[src/rtl/alu8_pkg.sv]
package alu8_pkg;
  localparam int ST_N = 7;
  localparam int ST_V = 6;
  localparam int ST_D = 3;
  localparam int ST_I = 2;
  localparam int ST_Z = 1;
  localparam int ST_C = 0;
  localparam logic [7:0] ST_FIXED = 8'h30;

  typedef enum logic [3:0] {
    OP_ADC = 4'd0,
    OP_SBC = 4'd1,
    OP_CMP = 4'd2,
    OP_AND = 4'd3,
    OP_ORA = 4'd4,
    OP_EOR = 4'd5,
    OP_BIT = 4'd6,
    OP_ASL = 4'd7,
    OP_LSR = 4'd8,
    OP_ROL = 4'd9,
    OP_ROR = 4'd10,
    OP_LDV = 4'd11
  } alu_op_e;

  typedef enum logic [1:0] {
    LG_AND = 2'd0,
    LG_OR  = 2'd1,
    LG_XOR = 2'd2
  } logic_sel_e;
endpackage

[src/rtl/alu8_addsub.sv]
module alu8_addsub #(
  parameter int W = 8
) (
  input  logic [W-1:0] a_i,
  input  logic [W-1:0] b_i,
  input  logic         inv_i,
  input  logic         cin_i,
  output logic [W-1:0] sum_o,
  output logic         cout_o,
  output logic         ovf_o
);
  logic [W-1:0] b_eff;
  logic [W:0]   full;

  assign b_eff  = inv_i ? ~b_i : b_i;
  assign full   = {1'b0, a_i} + {1'b0, b_eff} + {{W{1'b0}}, cin_i};
  assign sum_o  = full[W-1:0];
  assign cout_o = full[W];
  // signed overflow: equal input signs, result sign differs
  assign ovf_o  = (a_i[W-1] == b_eff[W-1]) && (full[W-1] != a_i[W-1]);
endmodule

[src/rtl/alu8_logic.sv]
module alu8_logic
  import alu8_pkg::*;
#(
  parameter int W = 8
) (
  input  logic [W-1:0] a_i,
  input  logic [W-1:0] b_i,
  input  logic_sel_e   sel_i,
  output logic [W-1:0] res_o
);
  always_comb begin
    unique case (sel_i)
      LG_OR:   res_o = a_i | b_i;
      LG_XOR:  res_o = a_i ^ b_i;
      default: res_o = a_i & b_i;
    endcase
  end
endmodule

[src/rtl/alu8_shift.sv]
module alu8_shift #(
  parameter int W = 8
) (
  input  logic [W-1:0] d_i,
  input  logic         cin_i,
  input  logic         left_i,
  input  logic         rot_i,
  output logic [W-1:0] res_o,
  output logic         cout_o
);
  logic fill;
  assign fill = rot_i & cin_i;

  always_comb begin
    if (left_i) begin
      res_o  = {d_i[W-2:0], fill};
      cout_o = d_i[W-1];
    end else begin
      res_o  = {fill, d_i[W-1:1]};
      cout_o = d_i[0];
    end
  end
endmodule

[src/rtl/alu8_core.sv]
module alu8_core
  import alu8_pkg::*;
#(
  parameter int DATA_W = 8
) (
  input  logic              clk_i,
  input  logic              rst_ni,
  input  logic              valid_i,
  input  logic [3:0]        op_i,
  input  logic [DATA_W-1:0] reg_i,
  input  logic [DATA_W-1:0] opnd_i,
  input  logic [7:0]        status_i,
  output logic [DATA_W-1:0] result_o,
  output logic [7:0]        status_o,
  output logic              valid_o
);
  localparam int MSB = DATA_W - 1;

  alu_op_e      op;
  logic [MSB:0] as_sum, lg_res, sh_res, res_n;
  logic         as_cout, as_ovf, sh_cout;
  logic         as_inv, as_cin, sh_left, sh_rot;
  logic_sel_e   lg_sel;
  logic         n_n, v_n, z_n, c_n, upd_nz;
  logic [7:0]   st_n;

  assign op     = alu_op_e'(op_i);
  // subtract and compare add the inverted operand; compare ignores incoming carry
  assign as_inv = (op != OP_ADC);
  assign as_cin = (op == OP_CMP) ? 1'b1 : status_i[ST_C];

  alu8_addsub #(.W(DATA_W)) u_addsub (
    .a_i(reg_i), .b_i(opnd_i), .inv_i(as_inv), .cin_i(as_cin),
    .sum_o(as_sum), .cout_o(as_cout), .ovf_o(as_ovf)
  );

  always_comb begin
    unique case (op)
      OP_ORA:  lg_sel = LG_OR;
      OP_EOR:  lg_sel = LG_XOR;
      default: lg_sel = LG_AND;
    endcase
  end

  alu8_logic #(.W(DATA_W)) u_logic (
    .a_i(reg_i), .b_i(opnd_i), .sel_i(lg_sel), .res_o(lg_res)
  );

  assign sh_left = (op == OP_ASL) || (op == OP_ROL);
  assign sh_rot  = (op == OP_ROL) || (op == OP_ROR);

  alu8_shift #(.W(DATA_W)) u_shift (
    .d_i(opnd_i), .cin_i(status_i[ST_C]), .left_i(sh_left), .rot_i(sh_rot),
    .res_o(sh_res), .cout_o(sh_cout)
  );

  always_comb begin
    res_n  = reg_i;
    n_n    = status_i[ST_N];
    v_n    = status_i[ST_V];
    z_n    = status_i[ST_Z];
    c_n    = status_i[ST_C];
    upd_nz = 1'b0;
    case (op)
      OP_ADC, OP_SBC: begin
        res_n  = as_sum;
        c_n    = as_cout;
        v_n    = as_ovf;
        upd_nz = 1'b1;
      end
      OP_CMP: begin
        c_n = as_cout;
        z_n = (as_sum == '0);
        n_n = as_sum[MSB];
      end
      OP_AND, OP_ORA, OP_EOR: begin
        res_n  = lg_res;
        upd_nz = 1'b1;
      end
      OP_BIT: begin
        z_n = (lg_res == '0);
        n_n = opnd_i[MSB];
        v_n = opnd_i[MSB-1];
      end
      OP_ASL, OP_LSR, OP_ROL, OP_ROR: begin
        res_n  = sh_res;
        c_n    = sh_cout;
        upd_nz = 1'b1;
      end
      OP_LDV: begin
        res_n  = opnd_i;
        upd_nz = 1'b1;
      end
      default: ;
    endcase
    if (upd_nz) begin
      n_n = res_n[MSB];
      z_n = (res_n == '0);
    end
  end

  always_comb begin
    st_n       = status_i | ST_FIXED;
    st_n[ST_N] = n_n;
    st_n[ST_V] = v_n;
    st_n[ST_Z] = z_n;
    st_n[ST_C] = c_n;
  end

  always_ff @(posedge clk_i or negedge rst_ni) begin
    if (!rst_ni) begin
      result_o <= '0;
      status_o <= ST_FIXED;
      valid_o  <= 1'b0;
    end else begin
      valid_o <= valid_i;
      if (valid_i) begin
        result_o <= res_n;
        status_o <= st_n;
      end
    end
  end
endmodule

[config.mk]
export PLATFORM = sky130hd
export DESIGN_NAME = alu8_core
export DESIGN_NICKNAME = d
export VERILOG_FILES = /design/src/rtl/alu8_pkg.sv /design/src/rtl/alu8_addsub.sv /design/src/rtl/alu8_logic.sv /design/src/rtl/alu8_shift.sv /design/src/rtl/alu8_core.sv
export SDC_FILE = /design/constraint.sdc
export NUM_CORES = 1
export LEC_CHECK = 0
export ABC_AREA = 1
export BUFFER_PORTS_ARGS = -buffer_cell sky130_fd_sc_hd__buf_2
export CORE_UTILIZATION = 35
export CTS_BUF_LIST = sky130_fd_sc_hd__clkbuf_4
export DETAILED_ROUTE_END_ITERATION = 10
export PLACE_DENSITY = 0.63
export SKIP_LAST_GASP = 1
export SLEW_MARGIN = 10
export SYNTH_ARGS = -nofsm -noshare
export SYNTH_HDL_FRONTEND = slang
export SYNTH_SLANG_ARGS = --single-unit
[constraint.sdc]
create_clock -name clk_i -period 0.9 [get_ports clk_i]
set_input_delay 0 -clock clk_i [delete_from_list [all_inputs] [get_ports clk_i]]
set_output_delay 0 -clock clk_i [all_outputs]
set_load 0.01 [all_outputs]
==> results.tsv, run 1 <==
stage	metric	value	unit
place	portBuffers	43	
power	vdd.ir_drop.worst	0.897	mV
worst_setup_path	slowest_stage	fa_2	
place	dp_hpwl	6.07	mm
grt	grt_pass1_vias	2632	
logic_synthesis	yosys.area.top_type	nand2_1	
worst_hold_path	hold_path_end	result_o[2]	
worst_setup_path	r2r_cells	4	
logic_synthesis	syn_area	0.00228	mm^2
finish	fin_nets	579	
worst_setup_path	cp_num_buf_inv	5	
worst_setup_path	crit_path_cell_trace	buf_8 -> nor2_4 -> inv_2 -> nor2_4 -> nand2_8 -> buf_8 -> xor2_2 -> buf_4 -> fa_2 -> buf_6 -> xnor2_4 -> a21oi_2 -> nand3_2 -> nor2_4 -> nand3_2 -> nor2_1 -> nand2_1 -> nand2_1	
clock_network	clock_sinks	15	
timing	fin_crit_sh	230	%
timing	setup_ws	-1.17	ns
place	place_inst	581	
floorplan	die_area	0.00684	mm^2
worst_setup_path	r2r-end	status_o[1]	
finish	layout-drive-gt1-share	41.7	%
route	routed_wl	7.39	mm
finish	area_growth	58.0	%
floorplan	chipWidth	82.7	um
worst_setup_path	cp_slowest_stage_delay	0.41	ns
logic_synthesis	syn_inst	388	
timing	rsz0062_at_grt	yes	
timing	clock_skew	0	ns
route	wire_per_inst	12.4	um
status	violations	negative setup slack	
clock_network	tritoncts	built	
floorplan	die_y	82.7	um
worst_setup_path	crit_path_start_kind	primary input	
timing	post-route-min-period	2.07	ns
worst_setup_path	cp.required	1.12	ns
floorplan	initial_core_util	36.1	%
clock_network	cts-root-buf	clkbuf_4	
logic_synthesis	synth-xor-area-share	3.84	%
worst_setup_path	cp_top_family	simple AND/OR/NAND/NOR gates	
logic_synthesis	synth-compound-area-share	6.81	%
worst_setup_path	reg2reg_slack	0.16	ns
worst_setup_path	cp.arrival	2.28	ns
timing	finalMaxSlewViolations	0	
power	p_total	3.13	mW
status	status	complete, but fails checks	
finish	stdcell_count	597	
worst_setup_path	critPathMostFrequentCell	nor2_4	
worst_setup_path	cp.depth	18	
logic_synthesis	muxShareOfSynthArea	0	%
finish	final_core_util	57.1	%
grt	grt_pass1_wl	11.6	mm
floorplan	core	0.00631	mm^2
logic_synthesis	syn_avg_cell_area	5.88	um^2
logic_synthesis	synth-simple-area-share	45.1	%
floorplan	row_count	29	
route	firstDrtPassIters	4	
timing	holdWs	0.0315	ns
timing	setup_viol	12	
worst_hold_path	hp-class	primary input to flip-flop	
logic_synthesis	synth_top_family_by_area	simple AND/OR/NAND/NOR gates	
worst_setup_path	path_class	primary input to flip-flop	
logic_synthesis	post_synth_fa_ha_maj_area_fraction	15.5	%
place	routabilityCongestion	0.908	
power	p_per_area	870	mW/mm^2
finish	diodes	0	
route	drc	0	
worst_hold_path	whs_path_depth	3	
worst_setup_path	r2r-start	status_o[1]	
logic_synthesis	synth_top_area_share	21.7	%
timing	fmax	0.484	GHz
logic_synthesis	synthTopCellsByArea	nand2_1 22%, dfrtp_1 16%, ha_1 14%, nand3_1 9.9%, inv_1 9.4%	
logic_synthesis	ys_warn_count	0	
clock_network	clkLatencyLatePin	0.27	ns
route	vias	2806	
logic_synthesis	synthDistinctLibCells	31	
logic_synthesis	synth_seq_cells	15	
floorplan	ios	48	
worst_setup_path	endpoint_kind	flip-flop	
clock_network	cts_max_path_buffers	2	
route	ant_nets	0	
grt	grt_max_degree	16	
flow_run	drv_cap	0	
worst_hold_path	min_from	valid_i	
clock_network	clkSlewWorstSetupHoldPaths	0.08	ns
route	drtIter0Drc	142	
worst_setup_path	cp_max_fo	5	
clock_network	cts_buffers	3	
logic_synthesis	yosysSeqAreaShare	16.5	%
timing	hold_viol_final	0	
power	p_leak	1.99	nW
grt	antenna_found_initial	0	
route	via_per_inst	4.70	
clock_network	cts_max_level	1	
grt	grt_overflow	0	
grt	grt_usage	22.2	%
## layer usage
metal | global-route usage (%) | part of all wire [%]
met5 | 0 | 0
met4 | 4.66 | 1.1
met3 | 0.769 | 4.8
met2 | 41.6 | 51
met1 | 27.9 | 43
## stage by stage
stage          cell area [um^2]  setup slack, ns  TNS, ns
4_1_cts                    3410            -1.15   -11.51
2_1_floorplan              2330            -1.31   -12.83
3_5_place_dp               3200            -1.59   -17.17
5_1_grt                    3600            -1.32   -13.53
6_report                   3600            -1.17   -12.06
3_3_place_gp               3200            -1.56   -16.72
## kinds of logic (layout without fill, tap and decap cells)
| kind of cell | count (synthesis) | in the layout |
|---|---|---|
| AOI/OAI and AO/OA | 28 | 28 |
| xor gates and xnor gates | 10 | 10 |
| adders and majority gates | 27 | 27 |
| buffers and inverters | 68 | 199 |
| DFF | 15 | 15 |
| other | 1 | 2 |
| and+or+nand+nor | 239 | 239 |
## cell type report
type	count	area [um^2]
sequential	15	375
multi-input combinational	306	1890
timing repair buffer	136	985
inverter	59	221
tap	77	96.3
clock buffer	4	30.0
fill	668	2710
## where the power goes
| part | internal (mW) | switching [mW] | leakage (nW) | total [mW] |
|---|---|---|---|---|
| Combinational | 0.904 | 1.04 | 1.79 | 1.94 |
| Clock | 0.202 | 0.191 | 0.0184 | 0.393 |
| Sequential | 0.758 | 0.0424 | 0.181 | 0.800 |
| Total | 1.86 | 1.27 | 1.99 | 3.13 |
## how the worst max path moves through the flow
| stage | startpoint | to | slack (ns) |
|---|---|---|---|
| 3_3_place_gp | op_i[2] | result_o[2] | -1.56 |
| 6_report | op_i[3] | status_o[1] | -1.17 |
| 3_5_place_dp | op_i[2] | status_o[1] | -1.59 |
| 5_1_grt | op_i[3] | status_o[1] | -1.32 |
| 4_1_cts | op_i[2] | status_o[1] | -1.15 |
| 2_1_floorplan | op_i[2] | status_o[1] | -1.31 |
## Yosys cell counts (all sizes together)
library cell,count
or2,11
conb,1
nand4,1
xnor2,1
nand2,139
and2,1
nand3b,1
a21oi,9
o22ai,1
a31oi,1
o211ai,2
o2111ai,1
nor2,41
xor2,9
clkinv,1
inv,58
buf,7
dfrtp,15
ha,25
clkbuf,2
fa,2
nand3,45
o21ai,14
## cells in the final DEF (no fill, tap or decap), types with 8 or more instances in the layout
| cell type | n |
|---|---|
| nand2_1 | 111 |
| buf_4 | 83 |
| inv_1 | 50 |
| buf_2 | 41 |
| nand3_1 | 36 |
| nor2_1 | 32 |
| ha_1 | 24 |
| nand2_2 | 22 |
| dfrtp_1 | 15 |
| or2_2 | 9 |
| inv_2 | 8 |
| nand3_2 | 8 |
## sequential cells by signal (all words and copies together) (netlist names)
signal	cells
status_o	6
valid_o	1
result_o	8
## tightest hold or removal path, stage by stage
cell and delay, ns:
buf_2 0.15, o21ai_1 0.08, inv_1 0.04
## repair_timing
action | in CTS | in global routing
buffers inserted | 6 | 4
endpoints found under the setup margin | 12 | 12
hold endpoints to repair | 17 | 0
pin swaps | 9 | 40
hold buffers | 3 | 0
gates cloned | 0 | 0
resized for setup | 33 | 43
Power figures use the tool's default switching activity.
==> run 2, diff against run 1 <==
ABC_AREA = default   (was 1)
==> run 2 against run 1 <==
Net effect:
- largest power group unchanged
- the flow finishes with violations (design-rule violations, negative setup slack)
- highest routed layer unchanged
- synthesized cell count is 20% lower
- flip-flop and latch count unchanged
- non-clock buffer count up 21
- clock power grew 4%
- count of clock-buffer cells in the layout fell by 1
- sequential share of layout area is 0.69 points lower
- total power grew 10%
- via count increased by 6.5%
- critical endpoint unchanged
- setup slack worse by 0.59 ns
- utilization rose by 2.7 points
- largest cell class unchanged
- sequential power increased by 2%
==> results.tsv, run 2 <==
stage	metric	value	unit
status	status	complete, but fails checks	
status	violations	design-rule violations, negative setup slack	
floorplan	initial_core_util	36.9	%
worst_hold_path	hp-class	primary input to flip-flop	
power	vdd.ir_drop.worst	0.764	mV
route	routed_wl	8.83	mm
logic_synthesis	ys_warn_count	0	
clock_network	cts_max_level	1	
finish	multiInputGateArea	0.00207	mm^2
floorplan	chipWidth	84.5	um
worst_setup_path	r2r-end	result_o[6]	
timing	post-route-min-period	2.66	ns
worst_setup_path	path_class	primary input to flip-flop	
logic_synthesis	yosys.area.top_type	dfrtp_1	
grt	grt_overflow	0	
worst_setup_path	r2r_cells	1	
clock_network	cts_buffers	3	
logic_synthesis	syn_area	0.00238	mm^2
timing	setup_viol	12	
logic_synthesis	syn_avg_cell_area	7.69	um^2
worst_setup_path	cp_max_fo	4	
worst_setup_path	crit_path_cell_trace	buf_6 -> or3_4 -> nor2_4 -> xnor2_2 -> fa_2 -> inv_2 -> fa_2 -> nor2b_4 -> o311a_4 -> nor2_2 -> o2bb2ai_2 -> o22a_1 -> or4_4 -> o41ai_2	
worst_setup_path	crit_start	op_i[1]	
route	drtIter0Drc	196	
floorplan	die_area	0.00715	mm^2
power	p_leak	1.85	nW
worst_setup_path	critPathMostFrequentCell	fa_2	
place	dp_hpwl	6.75	mm
clock_network	cts_max_path_buffers	2	
worst_setup_path	endpoint_kind	flip-flop	
logic_synthesis	synthTopCellsByArea	dfrtp_1 16%, ha_1 13%, inv_1 5.0%, nor2_1 4.4%, xnor2_1 4.0%	
timing	fin_crit_sh	295	%
finish	area_growth	61.7	%
logic_synthesis	synth_seq_cells	15	
logic_synthesis	synth_edf_count	0	
floorplan	core	0.00646	mm^2
timing	hold_viol_final	0	
grt	antenna_found_initial	0	
route	via_per_inst	5.63	
worst_hold_path	whs_path_depth	2	
finish	final_cell_mix	100 x buf_4, 40 x buf_2, 30 x inv_1	
logic_synthesis	async_flop_share	100	%
timing	slew_headroom	64.2	%
timing	fmax	0.376	GHz
timing	tightest_slew	0.537	ns
worst_setup_path	r2r-start	result_o[6]	
finish	mostFrequentLayoutCell	buf_4	
clock_network	clock_sinks	15	
flow_run	drv_cap	0	
finish	final_core_util	59.7	%
worst_setup_path	endpoint	status_o[1]	
logic_synthesis	synthDistinctLibCells	66	
grt	grt_max_degree	30	
finish	seqCellArea	375	um^2
power	p_per_area	896	mW/mm^2
finish	regMostFlops	result_o	
timing	clock_skew	0	ns
finish	layout-drive-gt1-share	48.7	%
finish	top_regs	result_o x8, status_o x6, valid_o x1	
worst_setup_path	slowest_stage	or4_4	
clock_network	tritoncts	built	
clock_network	clkLatencyLatePin	0.28	ns
worst_setup_path	crit_path_start_kind	primary input	
logic_synthesis	yosysMostFrequentCell	inv_1	
finish	n_fill_cell	568	
clock_network	cts-root-buf	clkbuf_4	
route	drc	3	
grt	grt_usage	24.6	%
worst_setup_path	cp_slowest_stage_delay	0.55	ns
timing	finalMaxSlewViolations	0	
floorplan	die_y	84.5	um
route	vias	2987	
route	firstDrtPassIters	8	
worst_setup_path	cp.required	1.10	ns
place	place_ws	-2.21	ns
floorplan	row_count	29	
place	routabilityCongestion	0.980	
clock_network	clkSlewWorstSetupHoldPaths	0.10	ns
logic_synthesis	yosysSeqAreaShare	15.7	%
place	portBuffers	43	
finish	fin_nets	513	
worst_setup_path	cp.arrival	2.86	ns
worst_setup_path	reg2reg_slack	0.10	ns
logic_synthesis	synthTopCellsByCount	32 x inv_1, 28 x nor2_1, 25 x ha_1	
finish	diodes	0	
timing	rsz0062_at_grt	yes	
route	wire_per_inst	16.6	um
logic_synthesis	synth_top_area_share	15.7	%
grt	grt_pass1_wl	14.1	mm
timing	setup_ws	-1.76	ns
logic_synthesis	synth_flop_cell	dfrtp_1	
grt	grt_pass1_vias	2914	
finish	largest_reg_flops	8	
route	ant_nets	0	
logic_synthesis	syn_inst	310	
floorplan	ios	48	
==> run 2: cell types whose count changed in the layout (fill, tap and decap cells not counted), sizes merged, moves of 7 or more <==
cell	before	now
nand2	139	24
nand3	45	2
inv	58	33
buf	133	154
nor2	41	29
nand2b	0	10
or2	11	1
xnor2	1	11
mux2	0	8
xor2	9	1
nor2b	0	7
==> run 2: per-stage QoR <==
| step | power, mW | cells | TNS (ns) | hold WS [ns] | area, um^2 |
|---|---|---|---|---|---|
| CTS | 3.28 | 527 | -17.54 | 0.0613 | 3640 |
| global route | 3.68 | 531 | -18.31 | 0.0629 | 3860 |
| finish | 3.45 | 531 | -17.38 | 0.0664 | 3860 |
| floorplan | 1.82 | 311 | -19.68 | -0.296 | 2460 |
| detailed placement | 2.70 | 515 | -22.10 | -0.0728 | 3410 |
| global placement | 2.67 | 515 | -21.74 | -0.0839 | 3410 |
==> run 2: critical path: cells and delay by family <==
kind                     cells  cell delay, ns
AO/OA/AOI/OAI                4            0.69
XOR/XNOR                     1            0.13
adder cells (fa/ha/maj)      2            0.61
buffers and inverters        2            0.13
AND/OR/NAND/NOR              5            1.29
==> run 2: what timing repair did <==
item | CTS | global route
setup endpoints to repair | 12 | 12
hold buffers | 3 | 0
resized for setup | 27 | 36
pin swaps | 15 | 17
buffers inserted | 5 | 9
hold endpoints to repair | 17 | 0
==> run 2: area by class of cell <==
type / count / area share [%]
Clock buffer: 3 / 0.584
Clock inverter: 1 / 0.195
Inverter: 33 / 3.28
Multi-Input combinational cell: 245 / 53.8
Sequential cell: 15 / 9.73
Tap cell: 77 / 2.50
Timing Repair Buffer: 157 / 29.9
==> run 2: cell families after synthesis <==
logic type,Yosys count,synth area share [%]
AND/OR/NAND/NOR,103,23.2
other,1,0.157
AO/OA/AOI/OAI,91,27.3
buffers and inverters,51,9.76
XOR/XNOR,12,4.41
flip-flops,15,15.7
multiplexers,10,4.62
adder cells (fa/ha/maj),27,14.8
==> run 2: report_power, final <==
part	leakage [nW]	switching, mW	total, mW	internal (mW)
clock	0.0139	0.240	0.409	0.169
combinational	1.66	1.07	2.23	1.16
sequential	0.177	0.0497	0.817	0.768
total	1.85	1.36	3.45	2.09
==> run 2: how the worst min path moves through the flow <==
stage	from	to	slack (ns)
6_report	valid_i	valid_o	0.07
5_1_grt	valid_i	valid_o	0.06
4_1_cts	valid_i	valid_o	0.06
3_5_place_dp	rst_ni	result_o[1]	-0.07
3_3_place_gp	rst_ni	result_o[1]	-0.08
2_1_floorplan	rst_ni	result_o[0]	-0.30
==> run 2: metal layers <==
metal / up-vias / global-route usage [%] / share of wire (%)
met3: 22 / 2.75 / 6.0
met5: - / 0 / 0
li1: 1409 / - / -
met1: 1431 / 33.0 / 43
met4: 0 / 7.09 / 2.1
met2: 125 / 41.6 / 49
==> run 3, diff against run 2 <==
clock period = 2.5 ns   (was 0.9 ns; I/O delays follow)
==> run 3 against run 2 <==
Net effect:
- the flow still finishes with violations (design-rule violations, negative setup slack)
- non-clock buffer count is 47 lower
- total power is 67% lower
- wire length is 9.1% lower
- sequential share of layout area is 1.5 points higher
- design area is 14% lower
- highest routed layer unchanged
- register-to-register slack better by 1.6 ns
- first-iteration DRC count is 6.6% lower
- count of clock-buffer cells in the layout is 1 higher
- combinational power is 69% lower
- worst hold slack worse by 0.039 ns
- clock skew stayed put
- via count is 10% lower
==> results.tsv, run 3 (synthesized netlist as in run 2, its figures left out) <==
stage	metric	value	unit
status	status	complete, but fails checks	
status	violations	design-rule violations, negative setup slack	
grt	grt_usage	22.4	%
timing	finalMaxSlewViolations	0	
timing	fin_crit_sh	107	%
floorplan	ios	48	
timing	slew_headroom	64.4	%
floorplan	row_count	29	
finish	regMostFlops	result_o	
timing	setup_viol	2	
power	vdd.ir_drop.worst	0.288	mV
clock_network	tritoncts	built	
worst_setup_path	slowest_stage	or3_4	
power	p_per_area	340	mW/mm^2
worst_setup_path	path_class	primary input to flip-flop	
worst_setup_path	endpoint_kind	flip-flop	
floorplan	die_area	0.00715	mm^2
grt	grt_pass1_vias	2523	
route	drtIter0Drc	183	
floorplan	initial_core_util	36.9	%
finish	fin_nets	466	
clock_network	cts-root-buf	clkbuf_4	
power	p_total	1.13	mW
route	wire_per_inst	16.6	um
grt	grt_overflow	0	
place	place_ws	-0.621	ns
grt	antenna_found_initial	0	
clock_network	cts_max_level	1	
finish	diodes	0	
route	ant_nets	0	
timing	holdWs	0.0273	ns
place	place_inst	472	
timing	tightest_slew	0.535	ns
route	drc	4	
floorplan	chipWidth	84.5	um
worst_setup_path	cp.arrival	2.85	ns
route	via_per_inst	5.55	
route	routed_wl	8.02	mm
finish	layout-drive-gt1-share	38.6	%
clock_network	cts_buffers	3	
floorplan	core	0.00646	mm^2
finish	final_core_util	51.5	%
worst_hold_path	hp-class	primary input to flip-flop	
finish	area_growth	39.5	%
worst_setup_path	crit_path_start_kind	primary input	
timing	tns	-0.243	ns
place	placed_area	0.00306	mm^2
timing	fmax	0.375	GHz
finish	stdcell_count	484	
worst_setup_path	cp_top_family	simple AND/OR/NAND/NOR gates	
grt	grt_pass1_wl	12.8	mm
finish	final_cell_mix	61 x buf_4, 41 x buf_2, 30 x inv_1	
worst_setup_path	cp_slowest_stage_delay	0.39	ns
worst_setup_path	crit_path_cell_trace	buf_6 -> or3_4 -> nor2_4 -> xnor2_2 -> fa_2 -> inv_2 -> fa_2 -> buf_4 -> xnor2_1 -> nor4b_1 -> o211ai_1 -> a311oi_2 -> o211ai_1 -> o2bb2ai_1 -> o41ai_2	
finish	mostFrequentLayoutCell	buf_4	
floorplan	die_y	84.5	um
clock_network	cts_max_path_buffers	2	
flow_run	drv_cap	0	
worst_setup_path	cp.required	2.69	ns
route	firstDrtPassIters	8	
place	dp_hpwl	6.23	mm
timing	rsz0062_at_grt	yes	
route	vias	2685	
timing	hold_viol_final	0	
worst_setup_path	cp_num_buf_inv	3	
timing	clock_skew	0	ns
place	routabilityCongestion	0.977	
timing	post-route-min-period	2.67	ns
clock_network	clock_sinks	15	
power	p_leak	1.57	nW
clock_network	clkLatencyLatePin	0.28	ns
clock_network	clkSlewWorstSetupHoldPaths	0.09	ns
finish	largest_reg_flops	8	
timing	setup_ws	-0.165	ns
finish	top_regs	result_o x8, status_o x6, valid_o x1	
worst_setup_path	cp_max_fo	2	
grt	grt_max_degree	32	
finish	stdcell_area	0.00333	mm^2
place	portBuffers	43	
[run 3: repair_timing]
item / in CTS / in global routing
hold endpoints to repair: 17 / 0
endpoints found under the setup margin: 5 / 7
resized for setup: 9 / 26
hold buffers: 3 / 0
buffers inserted: 3 / 2
pin swaps: 5 / 10
[run 3: final timing paths]
| kind | from | to | slack (ns) | cells past startpoint |
|---|---|---|---|---|
| worst max-delay path | op_i[1] | status_o[1] | -0.17 | 15 |
| worst min-delay path | valid_i | valid_o | 0.03 | 1 |
| worst max register to register | result_o[6] | result_o[6] | 1.73 | 1 |
| worst min register to register | result_o[0] | result_o[0] | 0.50 | 2 |
| max in group asynchronous | rst_ni | status_o[6] | 2.11 | 2 |
| min in group asynchronous | rst_ni | result_o[2] | 0.14 | 2 |
[run 3: per-layer routing]
layer / global-route usage (%) / routed length [um] / vias up
li1: - / - / 1311
met1: 31.0 / 3600 / 1256
met2: 37.3 / 3720 / 97
met3: 2.46 / 479 / 21
met4: 5.86 / 218 / 0
met5: 0 / 0 / -
[run 3: where the power goes]
group	leakage (nW)	switching (mW)	internal, mW
clock network	0.0184	0.0780	0.0729
registers	0.177	0.0163	0.276
logic	1.37	0.347	0.340
total	1.57	0.442	0.689
[run 3: final cells by class]
| class | count | area, um^2 |
|---|---|---|
| timing repair buffer | 110 | 753 |
| tap | 77 | 96.3 |
| fill | 648 | 3130 |
| sequential | 15 | 375 |
| clock buffer | 4 | 30.0 |
| inverter | 33 | 125 |
| multi-input combinational | 245 | 1950 |
